File: src/rtl/sag_detector.sv
module sag_detector #(
  parameter int SAMPLE_W = 16,
  parameter int LVL_W    = 8,
  parameter int CNT_W    = 8
) (
  input  logic                clk,
  input  logic                rst_n,
  input  logic                sample_valid,
  input  logic [SAMPLE_W-1:0] sample,
  input  logic                half_strobe,
  input  logic                cfg_we,
  input  logic                cfg_addr,
  input  logic [LVL_W-1:0]    cfg_wdata,
  output logic                sag,
  output logic                sag_event
);
  localparam int              TOP     = SAMPLE_W - 2;
  localparam logic [CNT_W-1:0] CNT_MAX = '1;
  localparam logic [SAMPLE_W-1:0] MOST_NEG = {1'b1, {(SAMPLE_W-1){1'b0}}};
  localparam logic [SAMPLE_W-1:0] MOST_POS = {1'b0, {(SAMPLE_W-1){1'b1}}};

  logic [SAMPLE_W-1:0] mag, peak_q;
  logic [LVL_W-1:0]    lvl_q, peak_lvl;
  logic [CNT_W-1:0]    cyc_q, cnt_q, cnt_inc;
  logic                sag_q, below;

  assign mag      = !sample[SAMPLE_W-1] ? sample :
                    (sample == MOST_NEG) ? MOST_POS : (~sample + 1'b1);
  assign peak_lvl = peak_q[TOP -: LVL_W];
  assign below    = peak_lvl < lvl_q;
  assign cnt_inc  = (cnt_q == CNT_MAX) ? cnt_q : cnt_q + 1'b1;
  assign sag_event = sag & ~sag_q;

  always_ff @(posedge clk) begin
    if (!rst_n)
      peak_q <= '0;
    else if (half_strobe)
      peak_q <= sample_valid ? mag : '0;
    else if (sample_valid && mag > peak_q)
      peak_q <= mag;
  end

  always_ff @(posedge clk) begin
    if (!rst_n) begin
      lvl_q <= '0;
      cyc_q <= '1;
      cnt_q <= '0;
      sag   <= 1'b0;
      sag_q <= 1'b0;
    end else begin
      sag_q <= sag;
      if (cfg_we) begin
        if (cfg_addr) cyc_q <= cfg_wdata[CNT_W-1:0];
        else          lvl_q <= cfg_wdata;
        cnt_q <= '0;
        sag   <= 1'b0;
      end else if (half_strobe) begin
        if (below) begin
          cnt_q <= cnt_inc;
          sag   <= cnt_inc >= cyc_q;
        end else begin
          cnt_q <= '0;
          sag   <= 1'b0;
        end
      end
    end
  end

  AST_EVENT_SINGLE: assert property (@(posedge clk) disable iff (!rst_n)
    sag_event |=> !sag_event);
  AST_SAG_STEP: assert property (@(posedge clk) disable iff (!rst_n)
    !half_strobe && !cfg_we |=> $stable(sag));
  AST_CFG_CLEAR: assert property (@(posedge clk) disable iff (!rst_n)
    cfg_we |=> !sag && cnt_q == '0);
  AST_RECOVER: assert property (@(posedge clk) disable iff (!rst_n)
    half_strobe && !cfg_we && !below |=> !sag && cnt_q == '0);
  AST_CNT_SAT: assert property (@(posedge clk) disable iff (!rst_n)
    half_strobe && !cfg_we && below && cnt_q == CNT_MAX |=> cnt_q == CNT_MAX);
  AST_ZERO_LVL: assert property (@(posedge clk) disable iff (!rst_n)
    lvl_q == '0 |-> !below);
endmodule

File: config.mk
export PLATFORM = sky130hd
export DESIGN_NAME = sag_detector
export DESIGN_NICKNAME = d
export VERILOG_FILES = /design/src/rtl/sag_detector.sv
export SDC_FILE = /design/constraint.sdc
export NUM_CORES = 1
export LEC_CHECK = 0
export BUFFER_PORTS_ARGS = -buffer_cell sky130_fd_sc_hd__buf_2
export CORE_MARGIN = 1.5
export CORE_UTILIZATION = 65
export CTS_BUF_LIST = sky130_fd_sc_hd__clkbuf_8
export CTS_CLUSTER_DIAMETER = 120
export CTS_CLUSTER_SIZE = 10
export DETAILED_ROUTE_END_ITERATION = 7
export PLACE_DENSITY = 0.93
export SLEW_MARGIN = 20
export SYNTH_ARGS = -nofsm -noshare
export SYNTH_HDL_FRONTEND = slang
export SYNTH_SLANG_ARGS = --single-unit
File: constraint.sdc
create_clock -name clk -period 9 [get_ports clk]
set_input_delay 0.45 -clock clk [delete_from_list [all_inputs] [get_ports clk]]
set_output_delay 0.45 -clock clk [all_outputs]
set_load 0.01 [all_outputs]
**Word-level counts from Yosys, hierarchy flattened**

Index checks and enable logic that the tools add are counted.

- Bits of input ports: 30
- Flip-flop bits (word level): 42

- Reduce and logical (&&, ||, !) cells: 5
- $add $sub $neg: 2
- $lt $le $gt $ge: 3
- Eq/ne operators: 2
- Multiplexer cells: 8
- Bitwise gates (word level): 5

Operators with widths:

| cell | count |
|---|---|
| $mux 16 | 5 |
| $add 16x1->16 const B | 1 |
| $eq 16x16->1 const B | 1 |
| $gt 16x16->1 | 1 |
| $mux 8 | 2 |
| $not 16->16 | 1 |
| $add 8x1->8 const B | 1 |
| $eq 8x8->1 const B | 1 |
| $ge 8x8->1 | 1 |
| $lt 8x8->1 | 1 |
| $reduce_and 2->1 | 2 |
| $not 1->1 | 3 |
| $reduce_bool 2->1 | 1 |
| $reduce_or 2->1 | 1 |
| $and 1x1->1 | 1 |
| $logic_and 1x1->1 | 1 |
| $mux 1 | 1 |

**Longest topological paths before layout**

Gate-level depths: netlist (run 1).

- Depth after elaboration: 8
- Mapped depth: 16

**Least setup slack after synthesis (run 1)**

Ideal clock, no wire load.

- Kind: input-to-reg
- Start point: in sample[1]
- End point: reg peak_q[15]
- Setup slack: 5.172 ns
- Buffers on the path: 2
- Stages on the path: 15
- Library setup time: 0.087 ns
- Arrival: 3.741 ns
- Path through: inv_1 ha_1 or3b_1 buf_2 or4_4 o311ai_0 o21a_1 ha_1 nand4_1 nor4_1 a22oi_1 a2bb2oi_1 clkbuf_1 nand3_1 o31ai_1

- Longest elaborated chain between the ends: 7

RTL lines:

| what | RTL line | text |
|---|---|---|
| start: declaration | 9 | `input logic [SAMPLE_W-1:0] sample,` |
| $not 16->16 | 28 | `(sample == MOST_NEG) ? MOST_POS : (~sample + 1'b1);` |
| $add 16x1->16 | 28 |  |
| $mux 16 | 28 |  |
| $mux 16 (*) | 27 | `assign mag = !sample[SAMPLE_W-1] ? sample :` |
| $gt 16x16->1 | 39 | `else if (sample_valid && mag > peak_q)` |
| $logic_and 1x1->1 | 39 |  |
| $reduce_bool 2->1 (no line) | -- |  |
| end signal: assignment | 38 | `peak_q <= sample_valid ? mag : '0;` |
| end signal: assignment | 40 | `peak_q <= mag;` |
| end: declaration | 22 | `logic [SAMPLE_W-1:0] mag, peak_q;` |

Mark *: on every way between the ends. The rest lies on a longest branch, timed or not. The select of a mux whose other input is x is not followed.
A chain may end at the register's enable or synchronous reset.

**Final worst setup path (run 1)**

- Start point: in sample[0]
- End point: reg peak_q[5]

The elaborated chain is that of the path after synthesis.

==> metrics.md, run 1 <==
| Metric | Value |
|---|---|
| Cells after DPL | `417` |
| Clock tree from TritonCTS | `done` |
| Fill cell count | `299` |
| Crit path time final | `4.116 ns` |
| P_leak | `0.001438 uW` |
| Hold Path Cell Cnt | `3` |
| Hold Fails Final Rpt | `0` |
| H-Tree Level Count | `2` |
| Hold Crit Class | `primary input to register` |
| Final wirelength | `6764 um` |
| Die width | `69.02 um` |
| Unique masters post-synth | `53` |
| DR pass1 iterations | `5` |
| Max_cap viols | `0` |
| Area delta synth->final | `9.364%` |
| Ranking of synthesized cells by area | `dfxtp_1 30%, ha_1 15%, inv_1 5.0%` |
| WHS | `0.3973 ns` |
| Internal reg-to-reg setup slack | `6.21 ns` |
| Num Clock Sinks | `42` |
| Met1 track demand over resource | `38.70%` |
| ANT nets after route | `0` |
| Synth Instances | `348` |
| Clk_skew | `0.01066 ns` |
| Share of the yosys chip area belonging to registers | `29.68%` |
| Final RePlAce weighted congestion | `0.8915` |
| N_diodes | `0` |
| Post-cts sizing count | `0` |
| Largest net degree at the start of global routing | `29` |
| Nets | `437` |
| CP Launch Type | `primary input` |
| VDD IR max | `0.0001228 V` |
| Area of the die | `4763 um^2` |
| M2 GR Usage | `45.83%` |
| Row count | `23` |
| Post-CTS setup buffer count | `0` |
| Total I/O pin count | `32` |
| Starting DRT DRC Count | `226` |
| Clock Path Buffers | `2` |
| RSZ-0062 raised after global routing | `false` |
| Yosys reg bits | `42` |
| Tcrit/Tclk final | `45.73%` |
| Vias per cell | `6.339` |
| Hold Path Sink | `lvl_q[5]` |
| Clock Latency Late Sink | `0.30 ns` |
| Starting Density | `69.32%` |
| GRT busiest layer | `met2` |
| Hold path startpoint | `cfg_wdata[5]` |
| Max Freq | `0.2429 GHz` |
| Gr usage total | `28.51%` |
| Post-Layout Cell Count | `425` |
| Relative max-transition margin | `46.69%` |
| DRC | `0` |
| EDFF count, synth | `0` |
| Global-route wire length before repair | `11220 um` |
| Post-synthesis cell area | `2833 um^2` |
| DP Worst Slack | `4.483 ns` |
| Max-slew violations | `0` |
| Syn Nets | `411` |
| I/O Buffers | `31` |
| Most frequent cells after synthesis | `42 x dfxtp_1, 38 x inv_1, 33 x ha_1` |
| Post-DP HPWL | `4861 um` |
| Reg-to-Reg Start | `cnt_q[0]` |
| CP arrival | `4.31 ns` |
| Most frequent cell after synthesis | `dfxtp_1` |
| Clk slew on worst S/H paths | `0.08 ns` |
| Die Y-Extent | `69.02 um` |
| Post-synth top area share | `29.68%` |
| Cts hold-fix bufs | `0` |
| Post-synthesis area per instance | `8.140 um^2` |
| Initial antenna violation count | `0` |
| CTS buffer count | `5` |
| Post-synth top area cell | `dfxtp_1` |
| Setup_tns | `0 ns` |
| Vias in the first global route | `2465` |
| Most used DFF post-synth | `dfxtp_1` |
| Worst R2R End | `sag` |
| Reg2Reg Depth | `11` |
| Pwr Density | `139.6 nW/um^2` |
| Worst Setup Slack, final | `4.884 ns` |
| Run status | `completed` |
| WL/cell | `15.92 um` |
| CTS Root Cell | `clkbuf_8` |
| Routed via count | `2694` |
| Critical path required time | `9.19 ns` |
| Overflow after GRT | `0` |
| WS Path Type | `primary input to register` |
| Sequential standard cell area | `840.8 um^2` |
| Ys async rst share | `0%` |
| Max FO, Critical Path | `28` |
| Ys Warns | `0` |
| Least-Margin Pin Slew | `0.7913 ns` |
| CP endpoint kind | `register` |
| Area occupied by multi-input gates | `1807 um^2` |
| Core ar. | `4086 um^2` |
| Grt met3 use | `5.702%` |
| Setup Viol. Count Final | `0` |
| Share of layout cells above drive strength 1 | `14.67%` |
## layout make-up
cell class,instances,share of cell area (%)
inverter,39,4.725
tap,50,2.019
clock inverter,3,0.5654
clock buffer,5,2.221
timing repair buffer,31,5.008
sequential,42,27.14
multi-input combinational,255,58.32
## cells by family (layout without fill, tap and decap cells)
group / Yosys count / in the layout / synth area share (%)
AOI/OAI and AO/OA: 89 / 89 / 22.26
xor gates and xnor gates: 5 / 5 / 1.546
adders and majority gates: 33 / 33 / 14.58
buffers and inverters: 51 / 78 / 7.155
DFF: 42 / 42 / 29.68
muxes: 11 / 11 / 3.887
and+or+nand+nor: 117 / 117 / 20.89
## metrics by stage
| stage | cell area (um^2) | util (%) | total power, uW |
|---|---|---|---|
| 2_1_floorplan | 2833 | - | 281.3 |
| 3_3_place_gp | 3000 | 73.42 | 306.5 |
| 3_5_place_dp | 3000 | 73.42 | 310.4 |
| 4_1_cts | 3087 | 75.54 | 428.7 |
| 5_1_grt | 3098 | 75.81 | 456.0 |
| 6_report | 3098 | 75.81 | 432.6 |
## how the worst max path moves through the flow
stage | slack (ns) | end | start | depth (start not counted)
final | 4.88 | peak_q[5] | sample[0] | 14
after global routing | 4.64 | peak_q[5] | sample[0] | 14
after CTS | 4.65 | peak_q[5] | sample[0] | 14
after detailed placement | 4.48 | peak_q[5] | sample[0] | 14
after global placement | 4.63 | peak_q[6] | sample[0] | 14
after floorplan | 5.17 | peak_q[15] | sample[1] | 15
## cell usage in the layout, fill, tap and decap left out, drive strengths merged, types with 7 or more instances in the layout
| master | n |
|---|---|
| o21ai | 13 |
| a22o | 7 |
| buf | 31 |
| nor2 | 23 |
| ha | 33 |
| o211ai | 9 |
| inv | 39 |
| mux2i | 11 |
| o31ai | 11 |
| nand3 | 16 |
| nor3 | 8 |
| dfxtp | 42 |
| or2 | 7 |
| nand2 | 32 |
| a21oi | 14 |
## flip-flops by register name, summed over array words and instances, names as in the netlist
signal  count
peak_q     16
lvl_q       8
sag         1
sag_q       1
cnt_q       8
cyc_q       8
## metal layers
| layer | share of wire [%] | up-vias |
|---|---|---|
| met2 | 45 | 133 |
| met1 | 45 | 1235 |
| met4 | 1.7 | 0 |
| li1 | - | 1310 |
| met3 | 8.3 | 16 |
| met5 | 0 | - |
## worst max-delay path: stages
cell,delay (ns)
buf_2,0.12
inv_1,0.05
ha_1,0.15
or3b_1,0.47
or4_4,0.59
o311ai_0,0.38
o21a_1,0.21
ha_1,0.16
nand4_1,0.18
nor4_1,0.38
a22oi_1,0.19
a2bb2oi_4,0.57
nor2_1,0.18
o22a_1,0.22
## power by group
part           leakage [uW]  switching, uW  total (uW)  internal [uW]
clock network     0.0000493           66.7         120           53.7
logic               0.00104           63.3         108           44.7
registers          0.000344           6.69         204            197
Power figures use the tool's default switching activity.
==> run 2, diff against run 1 <==
Settings changed: CORE_UTILIZATION 65 to 61, PLACE_DENSITY 0.93 to 0.89.
Clock period 9 ns to 3.8 ns, I/O delays scaled along.
==> metrics.md, run 2 (synthesis results as in run 1) <==
| Metric | Value |
|---|---|
| Run status | `completed` |
| Starting DRT DRC Count | `174` |
| Tcrit/Tclk final | `88.24%` |
| Max-slew violations | `0` |
| Register bank with the most flops | `peak_q` |
| Max_cap viols | `0` |
| Overflow after GRT | `0` |
| Clock Latency Late Sink | `0.29 ns` |
| I/O Buffers | `31` |
| H-Tree Level Count | `2` |
| Fill cell count | `340` |
| Row count | `24` |
| Final wirelength | `6488 um` |
| CP max stage cell | `or4_4` |
| Relative max-transition margin | `41.14%` |
| Area of the die | `5062 um^2` |
| Routed via count | `2599` |
| RSZ-0062 raised after global routing | `false` |
| Critical Path Stages | `15` |
| Commonest non-fill, non-tap cell in the layout | `dfxtp_1` |
| Hold Crit Class | `primary input to register` |
| Cts hold-fix bufs | `0` |
| Setup Viol. Count Final | `0` |
| WHS | `0.1461 ns` |
| Die width | `71.15 um` |
| CP Launch Type | `primary input` |
| Final Util | `71.34%` |
| Vias per cell | `6.030` |
| Most repeated library cell on the critical path | `ha_1` |
| ANT nets after route | `0` |
| Global-route wire length before repair | `11360 um` |
| Initial antenna violation count | `0` |
| Max Freq | `0.2982 GHz` |
| Post-cts sizing count | `0` |
| Crit path buf inv count | `3` |
| N_diodes | `0` |
| DRC | `0` |
| Pwr Density | `344.4 nW/um^2` |
| Final RePlAce weighted congestion | `0.8352` |
| DR pass1 iterations | `5` |
| Share of layout cells above drive strength 1 | `15.83%` |
| CP Cell Sequence | `buf_2, inv_1, ha_1, or3b_1, or4_4, o311ai_0, o21a_1, ha_1, nand4_1, nor4_2, a21boi_0, a2bb2oi_2, buf_4, nor2_1, o22a_1` |
| Vias in the first global route | `2468` |
| Num Clock Sinks | `42` |
| Core ar. | `4414 um^2` |
| WS Path Type | `primary input to register` |
| Starting Density | `64.17%` |
| Reg2Reg Depth | `10` |
| P_leak | `0.001460 uW` |
| Internal reg-to-reg setup slack | `1.05 ns` |
| Biggest cell delay along the critical path | `0.56 ns` |
| Post-DP HPWL | `5073 um` |
| Max FO, Critical Path | `10` |
| Area delta synth->final | `11.17%` |
| Post-Layout Cell Count | `431` |
| Cells after DPL | `423` |
| Max reg flops | `16` |
| Crit path time final | `3.353 ns` |
| Largest delay share family, worst path | `simple AND/OR/NAND/NOR gates` |
| Nets | `441` |
| Clk_skew | `0.004119 ns` |
| Critical path required time | `4.04 ns` |
| Highest-count cells in the layout ignoring fill and taps | `42 x dfxtp_1, 39 x inv_1, 33 x ha_1, 32 x nand2_1, 31 x buf_2` |
| Total I/O pin count | `32` |
| CP arrival | `3.60 ns` |
| Largest net degree at the start of global routing | `19` |
| CP endpoint kind | `register` |
| Least-Margin Pin Slew | `0.8736 ns` |
| Clock tree from TritonCTS | `done` |
| CTS Root Cell | `clkbuf_8` |
| WL/cell | `15.05 um` |
| Die Y-Extent | `71.15 um` |
| Hold Fails Final Rpt | `0` |
| Gr usage total | `27.82%` |
| Clock Path Buffers | `2` |
| Hold Path Cell Cnt | `3` |
| Clk slew on worst S/H paths | `0.08 ns` |
| VDD IR max | `0.0003267 V` |
| Setup_tns | `0 ns` |
| CTS buffer count | `5` |
| Post-CTS setup buffer count | `0` |
-- run 2: changes by cell type in the layout (fill, tap and decap cells not counted) --
cell	before	now
clkinv_2	1	0
bufinv_16	0	1
a2bb2oi_4	1	0
nor4_1	3	2
clkinvlp_4	0	1
a2bb2oi_2	0	1
buf_4	0	4
nor4_2	1	2
clkinv_4	1	0
-- run 2: stage by stage --
stage	power [uW]	instance area (um^2)	worst slack (ns)
detailed placement	743.5	3033	0.07224
global route	1147	3149	0.1273
global placement	732.5	3033	0.3794
finish	1085	3149	0.4468
floorplan	666.2	2833	0.2321
CTS	1087	3143	0.3568
-- run 2: area by class of cell --
| class | count | area (um^2) | area share (%) |
|---|---|---|---|
| multi-input cells | 255 | 1802 | 57.21 |
| flip-flops and latches | 42 | 840.8 | 26.70 |
| repair buffers | 35 | 185.2 | 5.880 |
| inverters | 39 | 146.4 | 4.648 |
| clock buffers | 5 | 68.82 | 2.185 |
| well taps | 52 | 65.06 | 2.066 |
| clock inverters | 3 | 41.29 | 1.311 |
-- run 2: per-layer routing --
layer | vias up | part of all wire [%] | GRT usage (%)
li1 | 1321 | - | -
met1 | 1176 | 47 | 38.59
met2 | 96 | 47 | 45.06
met3 | 6 | 5.9 | 4.843
met4 | 0 | 0.62 | 6.918
met5 | - | 0 | 0
-- run 2: power breakdown --
part | internal (uW) | switching [uW]
sequential | 468 | 15.5
combinational | 108 | 148
clock | 193 | 152
total | 769 | 315
-- run 2: worst register-to-register path, delay by kind of cell (launching register included) --
family	cells	cell delay, ns
flops	1	0.46
fa+ha+maj	2	0.59
compound gates	4	0.74
simple gates	4	0.83
-- run 2: worst paths after layout --
path                      from   endpoint
setup / recovery     sample[0]  peak_q[7]
hold / removal    cfg_wdata[3]   cyc_q[3]
setup reg to reg      cnt_q[0]        sag
hold reg to reg      peak_q[0]  peak_q[0]
